File: src/rtl/cnt_src_timer.sv
module cnt_src_timer #(
  parameter int CW = 16,
  parameter int PW = 5
) (
  input  logic          clk,
  input  logic          rst_n,
  input  logic          run,
  input  logic          phase_mode,
  input  logic          ext_clk0,
  input  logic          ext_clk1,
  input  logic          cap_a,
  input  logic          cap_b,
  input  logic          wr_en,
  input  logic [1:0]    wr_sel,
  input  logic [CW-1:0] wr_data,
  output logic [CW-1:0] tmr_cnt,
  output logic [CW-1:0] gen_a,
  output logic [CW-1:0] gen_b,
  output logic          cmp_hit_a,
  output logic          cmp_hit_b,
  output logic          cap_hit_a,
  output logic          cap_hit_b
);

  localparam int SW = 3;

  logic [7:0]    ctrl_q;
  logic [1:0]    mode_q;
  logic [PW-1:0] div_q;
  logic [SW-1:0] e0_s, e1_s, ca_s, cb_s;

  logic [2:0] src_f;
  logic [1:0] edg_f, clr_f;
  assign src_f = ctrl_q[2:0];
  assign edg_f = ctrl_q[4:3];
  assign clr_f = ctrl_q[6:5];

  function automatic logic pin_hit(input logic [SW-1:0] s, input logic [1:0] e);
    logic r, f;
    r = s[1] & ~s[2];
    f = ~s[1] & s[2];
    case (e)
      2'b00:   pin_hit = r;
      2'b01:   pin_hit = f;
      2'b10:   pin_hit = r | f;
      default: pin_hit = 1'b0;
    endcase
  endfunction

  logic src_tick;
  always_comb begin
    case (src_f)
      3'b000:  src_tick = 1'b1;
      3'b001:  src_tick = &div_q[0:0];
      3'b010:  src_tick = &div_q[1:0];
      3'b011:  src_tick = &div_q[2:0];
      3'b100:  src_tick = &div_q[4:0];
      3'b101:  src_tick = pin_hit(e0_s, edg_f);
      3'b111:  src_tick = pin_hit(e1_s, edg_f);
      default: src_tick = 1'b0;
    endcase
  end

  logic tick, cap_a_edge, cap_b_edge, ev_a, ev_b, clr_now;
  assign tick       = run & ~phase_mode & src_tick;
  assign cap_a_edge = ca_s[1] & ~ca_s[2];
  assign cap_b_edge = cb_s[1] & ~cb_s[2];
  assign ev_a = mode_q[0] ? cap_a_edge : (tmr_cnt == gen_a);
  assign ev_b = mode_q[1] ? cap_b_edge : (tmr_cnt == gen_b);
  assign clr_now = tick & (((clr_f == 2'b01) & ev_a) | ((clr_f == 2'b10) & ev_b));

  always_ff @(posedge clk or negedge rst_n) begin
    if (!rst_n) begin
      div_q <= '0;
      e0_s  <= '0;
      e1_s  <= '0;
      ca_s  <= '0;
      cb_s  <= '0;
    end else begin
      div_q <= div_q + 1'b1;
      e0_s  <= {e0_s[SW-2:0], ext_clk0};
      e1_s  <= {e1_s[SW-2:0], ext_clk1};
      ca_s  <= {ca_s[SW-2:0], cap_a};
      cb_s  <= {cb_s[SW-2:0], cap_b};
    end
  end

  always_ff @(posedge clk or negedge rst_n) begin
    if (!rst_n) begin
      ctrl_q <= '0;
      mode_q <= '0;
    end else if (wr_en) begin
      if (wr_sel == 2'd0 && !run) ctrl_q <= wr_data[7:0];
      if (wr_sel == 2'd3) mode_q <= wr_data[1:0];
    end
  end

  always_ff @(posedge clk or negedge rst_n) begin
    if (!rst_n) tmr_cnt <= '0;
    else if (tick) tmr_cnt <= clr_now ? '0 : tmr_cnt + 1'b1;
  end

  always_ff @(posedge clk or negedge rst_n) begin
    if (!rst_n) begin
      gen_a     <= '0;
      gen_b     <= '0;
      cmp_hit_a <= 1'b0;
      cmp_hit_b <= 1'b0;
      cap_hit_a <= 1'b0;
      cap_hit_b <= 1'b0;
    end else begin
      cmp_hit_a <= tick & ~mode_q[0] & (tmr_cnt == gen_a);
      cmp_hit_b <= tick & ~mode_q[1] & (tmr_cnt == gen_b);
      cap_hit_a <= mode_q[0] & cap_a_edge;
      cap_hit_b <= mode_q[1] & cap_b_edge;
      if (mode_q[0] && cap_a_edge) gen_a <= tmr_cnt;
      else if (wr_en && wr_sel == 2'd1) gen_a <= wr_data;
      if (mode_q[1] && cap_b_edge) gen_b <= tmr_cnt;
      else if (wr_en && wr_sel == 2'd2) gen_b <= wr_data;
    end
  end

  a_r2_cfg_locked: assert property (@(posedge clk) disable iff (!rst_n)
    run |=> $stable(ctrl_q));
  a_r7_hold: assert property (@(posedge clk) disable iff (!rst_n)
    !run |=> $stable(tmr_cnt));
  a_r6_phase_stops: assert property (@(posedge clk) disable iff (!rst_n)
    phase_mode |=> $stable(tmr_cnt));
  a_r5_reserved_src: assert property (@(posedge clk) disable iff (!rst_n)
    (src_f == 3'b110) |=> $stable(tmr_cnt));
  a_r8_clear_on_a: assert property (@(posedge clk) disable iff (!rst_n)
    (clr_f == 2'b01 && cmp_hit_a) |-> (tmr_cnt == '0));
  a_r10_cap_needs_mode: assert property (@(posedge clk) disable iff (!rst_n)
    cap_hit_a |-> $past(mode_q[0]));
  a_r11_single_step: assert property (@(posedge clk) disable iff (!rst_n)
    (tmr_cnt != $past(tmr_cnt)) |-> (tmr_cnt == CW'($past(tmr_cnt) + 1'b1) || tmr_cnt == '0));

endmodule

File: config.mk
export PLATFORM = sky130hd
export DESIGN_NAME = cnt_src_timer
export DESIGN_NICKNAME = d
export VERILOG_FILES = /design/src/rtl/cnt_src_timer.sv
export SDC_FILE = /design/constraint.sdc
export NUM_CORES = 1
export LEC_CHECK = 0
export ABC_CLOCK_PERIOD_IN_PS = 5250
export BUFFER_PORTS_ARGS = -buffer_cell sky130_fd_sc_hd__buf_2
export CAP_MARGIN = 10
export CORE_MARGIN = 3
export CORE_UTILIZATION = 59
export DETAILED_ROUTE_END_ITERATION = 10
export MAX_ROUTING_LAYER = met4
export PLACE_DENSITY_LB_ADDON = 0.12
export SKIP_LAST_GASP = 1
export SLEW_MARGIN = 10
export SYNTH_ARGS = -nofsm -noshare
export SYNTH_HDL_FRONTEND = slang
export SYNTH_SLANG_ARGS = --single-unit
File: constraint.sdc
create_clock -name clk -period 5.25 [get_ports clk]
set_clock_uncertainty 0.05 [all_clocks]
set_input_delay 0.2625 -clock clk [delete_from_list [all_inputs] [get_ports clk]]
set_output_delay 0.2625 -clock clk [all_outputs]
set_load 0.005 [all_outputs]
* Yosys cells after proc, flatten, opt, wreduce, memory -nomap -nowiden *
Cells that the tools add are included.

word-level totals
  memories kept = 0
  ROM bits = 0
  word-level logic and storage cells = 86
  latch bits = 0
  bits in writable memories = 0
  bits in registers = 78

operators by class
  multiplexer cells = 10
  shift-type cells = 0
  order comparisons = 0
  add/subtract/negate cells = 2
  divide/modulo/power cells = 0
  eq/ne operators = 15
  reductions and logical operators = 16
  $mul = 0
  bitwise operators = 29

operators by type and width
  kind                     number
  $mux W16                 5
  $eq A16 B16 Y1           2
  $and A1 B1 Y1            17
  $add A16 B1 Y16 const B  1
  $eq A3 B3 Y1 const B     3
  $not A1 Y1               9
  $eq A2 B2 Y1 const B     4
  $pmux W1 S7              1
  $eq A2 B1 Y1 const B     3
  $eq A3 B2 Y1 const B     2
  $pmux W1 S3              2
  $reduce_and A2 Y1        3
  $add A5 B1 Y5 const B    1
  $logic_and A1 B1 Y1      5
  $reduce_and A5 Y1        1
  $logic_not A2 Y1         2
  $reduce_bool A2 Y1       2
  $eq A3 B1 Y1 const B     1
  $logic_not A3 Y1         1
  $or A1 B1 Y1             3
  $reduce_and A3 Y1        1
  $mux W1                  2
  $logic_not A1 Y1         1

* Longest topological paths before layout *
  word-level depth = 8
  depth in mapped cells = 10
  mapped depth without buffers = 9

* Worst setup path before layout *
Ideal clock, no wire load.

  path type = flip-flop to flip-flop
  start point = register e1_s[1]
  end point = register tmr_cnt[11]
  cell stages (with the launch flop) = 10
  arrival time = 2,111 ps
  clock period less this slack = 2,287 ps
  buffers on the path = 1
  path slack = 2,963 ps
  path through = dfrtp_1 -> inv_1 -> ha_1 -> mux4_2 -> a22o_1 -> a221oi_2 -> or2_1 -> nor3_2 -> buf_6 -> a221o_1

on the way
  cells in the longest elaborated chain, start to end = 8

ends and longest elaborated chain
  element                   RTL line  RTL
  start: declaration        30        logic [SW-1:0] e0_s, e1_s, ca_s, cb_s;
  start signal: assignment  82        e1_s <= {e1_s[SW-2:0], ext_clk1};
  $not A1 Y1                41        f = ~s[1] & s[2];
  $and A1 B1 Y1             41
  $or A1 B1 Y1              45        2'b10: pin_hit = r | f;
  $pmux W1 S3 *             42        case (e)
  $pmux W1 S7 *             52        case (src_f)
  $and A1 B1 Y1 *           65        assign tick = run & ~phase_mode & src_tick;
  $and A1 B1 Y1             70        assign clr_now = tick & (((clr_f == 2'b01) & ev_a) | ((clr_f == 2'b10) & ev_b));
  $mux W16                  100       else if (tick) tmr_cnt <= clr_now ? '0 : tmr_cnt + 1'b1;
  end signal: assignment    100
  end: declaration          16        output logic [CW-1:0] tmr_cnt,

Every way passes the cells marked *; elsewhere a longest branch is shown, timed or not.
A chain may end at the register's enable or synchronous reset.

* Worst setup path after layout *
  start point = register cb_s[1]
  end point = register tmr_cnt[3]

on the way
  cells in the longest elaborated chain, start to end = 6

ends and longest elaborated chain
  element                   RTL line  RTL
  start: declaration        30
  start signal: assignment  84        cb_s <= {cb_s[SW-2:0], cap_b};
  $and A1 B1 Y1             67        assign cap_b_edge = cb_s[1] & ~cb_s[2];
  $mux W1                   69        assign ev_b = mode_q[1] ? cap_b_edge : (tmr_cnt == gen_b);
  $and A1 B1 Y1             70
  $or A1 B1 Y1              70
  $and A1 B1 Y1             70
  $mux W16                  100

Every way passes these cells.

==> out/results.ini <==
[synthesis]
seq_area_frac_synth_pct=49.4
postSynthAreaPerCell_um2=9.74
synth.distinct_cells=46
synth_area_um2=3950
synthCells=406
ys_async_sr_fraction_pct=100
synth_nets=441
ys_seq_elements=78
synth_edf_count=0
synth_flop_cell=dfrtp_1
ys_warn_count=0

[critical_path]
crit_path_end_kind=flop
required_ns=5.48
cp.arrival_ns=3.12
path_class=flop to flop
path_max_fanout=18
cp-start-kind=flop

[clock_network]
ctsRootBufferMaster=clkbuf_8
post_cts_buffers=0
cts.clk_slew.worst_paths_ns=0.08
cts_buffers=9
cts_tree=yes
hold_buffers=4
h-tree-depth=3
clockBufferDepth=2
cts_resized=0
cts.sinks=78
clk_latency_ns=0.35

[final_layout]
fin_util_pct=71.2
drive_above_1_share_pct=22.8
n_antenna_cell=0
fin_nets=503
area_delta_synth_final_pct=15.8
final_cell_area_um2=4580

[power_and_ir_drop]
powerDensity_nw_per_um2=380
power_leakage_nw=2.25
finalPower_mw=1.74
vdd_drop_max_mv=0.247

[drt]
ant_nets=0
vias_per_cell=5.82
wl_mm=9.32
vias=3201
drt-pass1-iter-count=5
drtIter0Drc=253
wl_per_cell_um=17.0
drc_errors=0

[die]
start_util_pct=61.5
row_count=29
die_w_um=87.9
dieArea_um2=7720
fp.coreArea_um2=6420
io_pins=79
die_h_um=87.9

[global_route]
grt_max_degree=79
overflow=0
grt_pass1_wl_mm=14.9
grt.total_usage_pct=26.4
grt_pass1_vias=2965
antenna_found_initial=0

[timing]
whs_ns=-0.00994
fin_crit_ns=2.89
fin_tns_setup_ns=0
finalSetupViolations=0
worst_pin_slew_ns=1.15
period_share_pct=55.0
fmax_ghz=0.346
slew_viol_final=0
rsz0062_at_grt=false
finalHoldViolations=5
relSlewSlack_pct=23.3

[placement]
post-dp-hpwl_mm=6.82
place.gp.congestion=0.844
post_dp_cell_area_um2=4310
portBuffers=78

[outcome]
status=complete, but fails checks
violations=hold timing

[worst_hold_path]
hp-class=input pin to async pin

[job]
maxCapViolCount=0

[metal layers]
layer | GRT usage, % | vias to the layer above | routed length [µm]
met5 | - | - | 0
met4 | 10.5 | 0 | 201
met3 | 4.61 | 22 | 647
met2 | 37.2 | 132 | 4300
met1 | 38.1 | 1517 | 4180
li1 | - | 1530 | -
[kinds of logic after synthesis]
group	synth area share, %
compound gates	11.5
xor+xnor	7.31
fa+ha+maj	2.53
buf+inv	4.49
flops	49.4
mux	6.84
simple gates	17.9
[worst paths after layout]
path	startpoint	endpoint	slack, ns	cells after the start
setup / recovery	cb_s[1]	tmr_cnt[3]	2.36	6
hold / removal	rst_n	tmr_cnt[9]	-0.01	1
setup reg to reg	cb_s[1]	tmr_cnt[3]	2.36	6
hold reg to reg	e1_s[0]	e1_s[1]	0.30	0
max in group asynchronous	rst_n	gen_a[12]	4.50	1
min in group clk	wr_data[4]	ctrl_q[4]	0.11	3
[registers in the layout, indices dropped and copies added (netlist names)]
register / cells
gen_a: 16
gen_b: 16
tmr_cnt: 16
ctrl_q: 7
div_q: 5
ca_s: 3
cb_s: 3
e0_s: 3
e1_s: 3
mode_q: 2
cap_hit_a: 1
cap_hit_b: 1
cmp_hit_a: 1
cmp_hit_b: 1
[cell usage after synthesis, types with 2 or more instances]
| library cell | number | area, µm² |
|---|---|---|
| a211o_1 | 2 | 17.5 |
| a21oi_1 | 16 | 80.1 |
| a221o_1 | 3 | 30.0 |
| a22o_1 | 6 | 52.6 |
| a31oi_1 | 16 | 100 |
| and2_1 | 3 | 18.8 |
| and3_1 | 8 | 50.1 |
| buf_1 | 5 | 18.8 |
| buf_2 | 7 | 35.0 |
| clkbuf_1 | 18 | 67.6 |
| dfrtp_1 | 78 | 1950 |
| ha_1 | 8 | 100 |
| inv_1 | 11 | 41.3 |
| mux2_2 | 6 | 67.6 |
| mux2i_1 | 18 | 180 |
| nand2_1 | 54 | 203 |
| nand3_1 | 7 | 35.0 |
| nand3b_1 | 2 | 15.0 |
| nand4_1 | 7 | 43.8 |
| nor2_1 | 41 | 154 |
| nor2b_1 | 6 | 37.5 |
| nor3_1 | 11 | 55.1 |
| o21ai_0 | 7 | 35.0 |
| o221ai_1 | 2 | 17.5 |
| o31ai_1 | 8 | 60.1 |
| or2_2 | 3 | 18.8 |
| or3_1 | 3 | 18.8 |
| xnor2_1 | 30 | 263 |
| xor2_1 | 3 | 26.3 |
[power breakdown]
| part | internal [mW] | switching, mW |
|---|---|---|
| combinational | 0.209 | 0.198 |
| clock | 0.282 | 0.219 |
| sequential | 0.698 | 0.133 |
[critical path: stages, from the launching register on]
cell and delay (ns):
dfrtp_1 0.38, nand3b_1 0.78, inv_1 0.13, and3_1 0.22, a41o_1 0.38, nor3_2 0.61
a22o_1 0.26
[layout by cell type (no fill, tap or decap), types with 6 or more instances in the layout]
cell type and instances:
dfrtp_1 78, buf_2 77, nand2_1 54, nor2_1 41, xnor2_1 30, mux2i_1 18, a31oi_1 16, a21oi_1 16
inv_1 11, nor3_1 11, clkbuf_8 10, and3_1 8, o31ai_1 8, ha_1 8, nand3_1 7, nand4_1 7
o21ai_0 7, nor2b_1 6, a22o_1 6, mux2_2 6
[per-stage QoR]
step | hold slack (ns) | setup WS [ns] | std cells
2_1_floorplan | -0.0831 | 2.96 | 406
3_3_place_gp | 0.281 | 2.51 | 530
3_5_place_dp | 0.289 | 2.39 | 530
4_1_cts | 0.0489 | 2.37 | 550
5_1_grt | 0.0838 | 2.11 | 550
6_report | -0.00994 | 2.36 | 550
[area by class of cell]
class | count | area, µm²
clock buffer | 11 | 141
clock inverter | 5 | 81.3
fill | 499 | 1850
inverter | 12 | 45.0
multi-input combinational | 285 | 1830
sequential | 78 | 1950
tap | 77 | 96.3
timing repair buffer | 82 | 433
(Power assumes the default switching activity.)
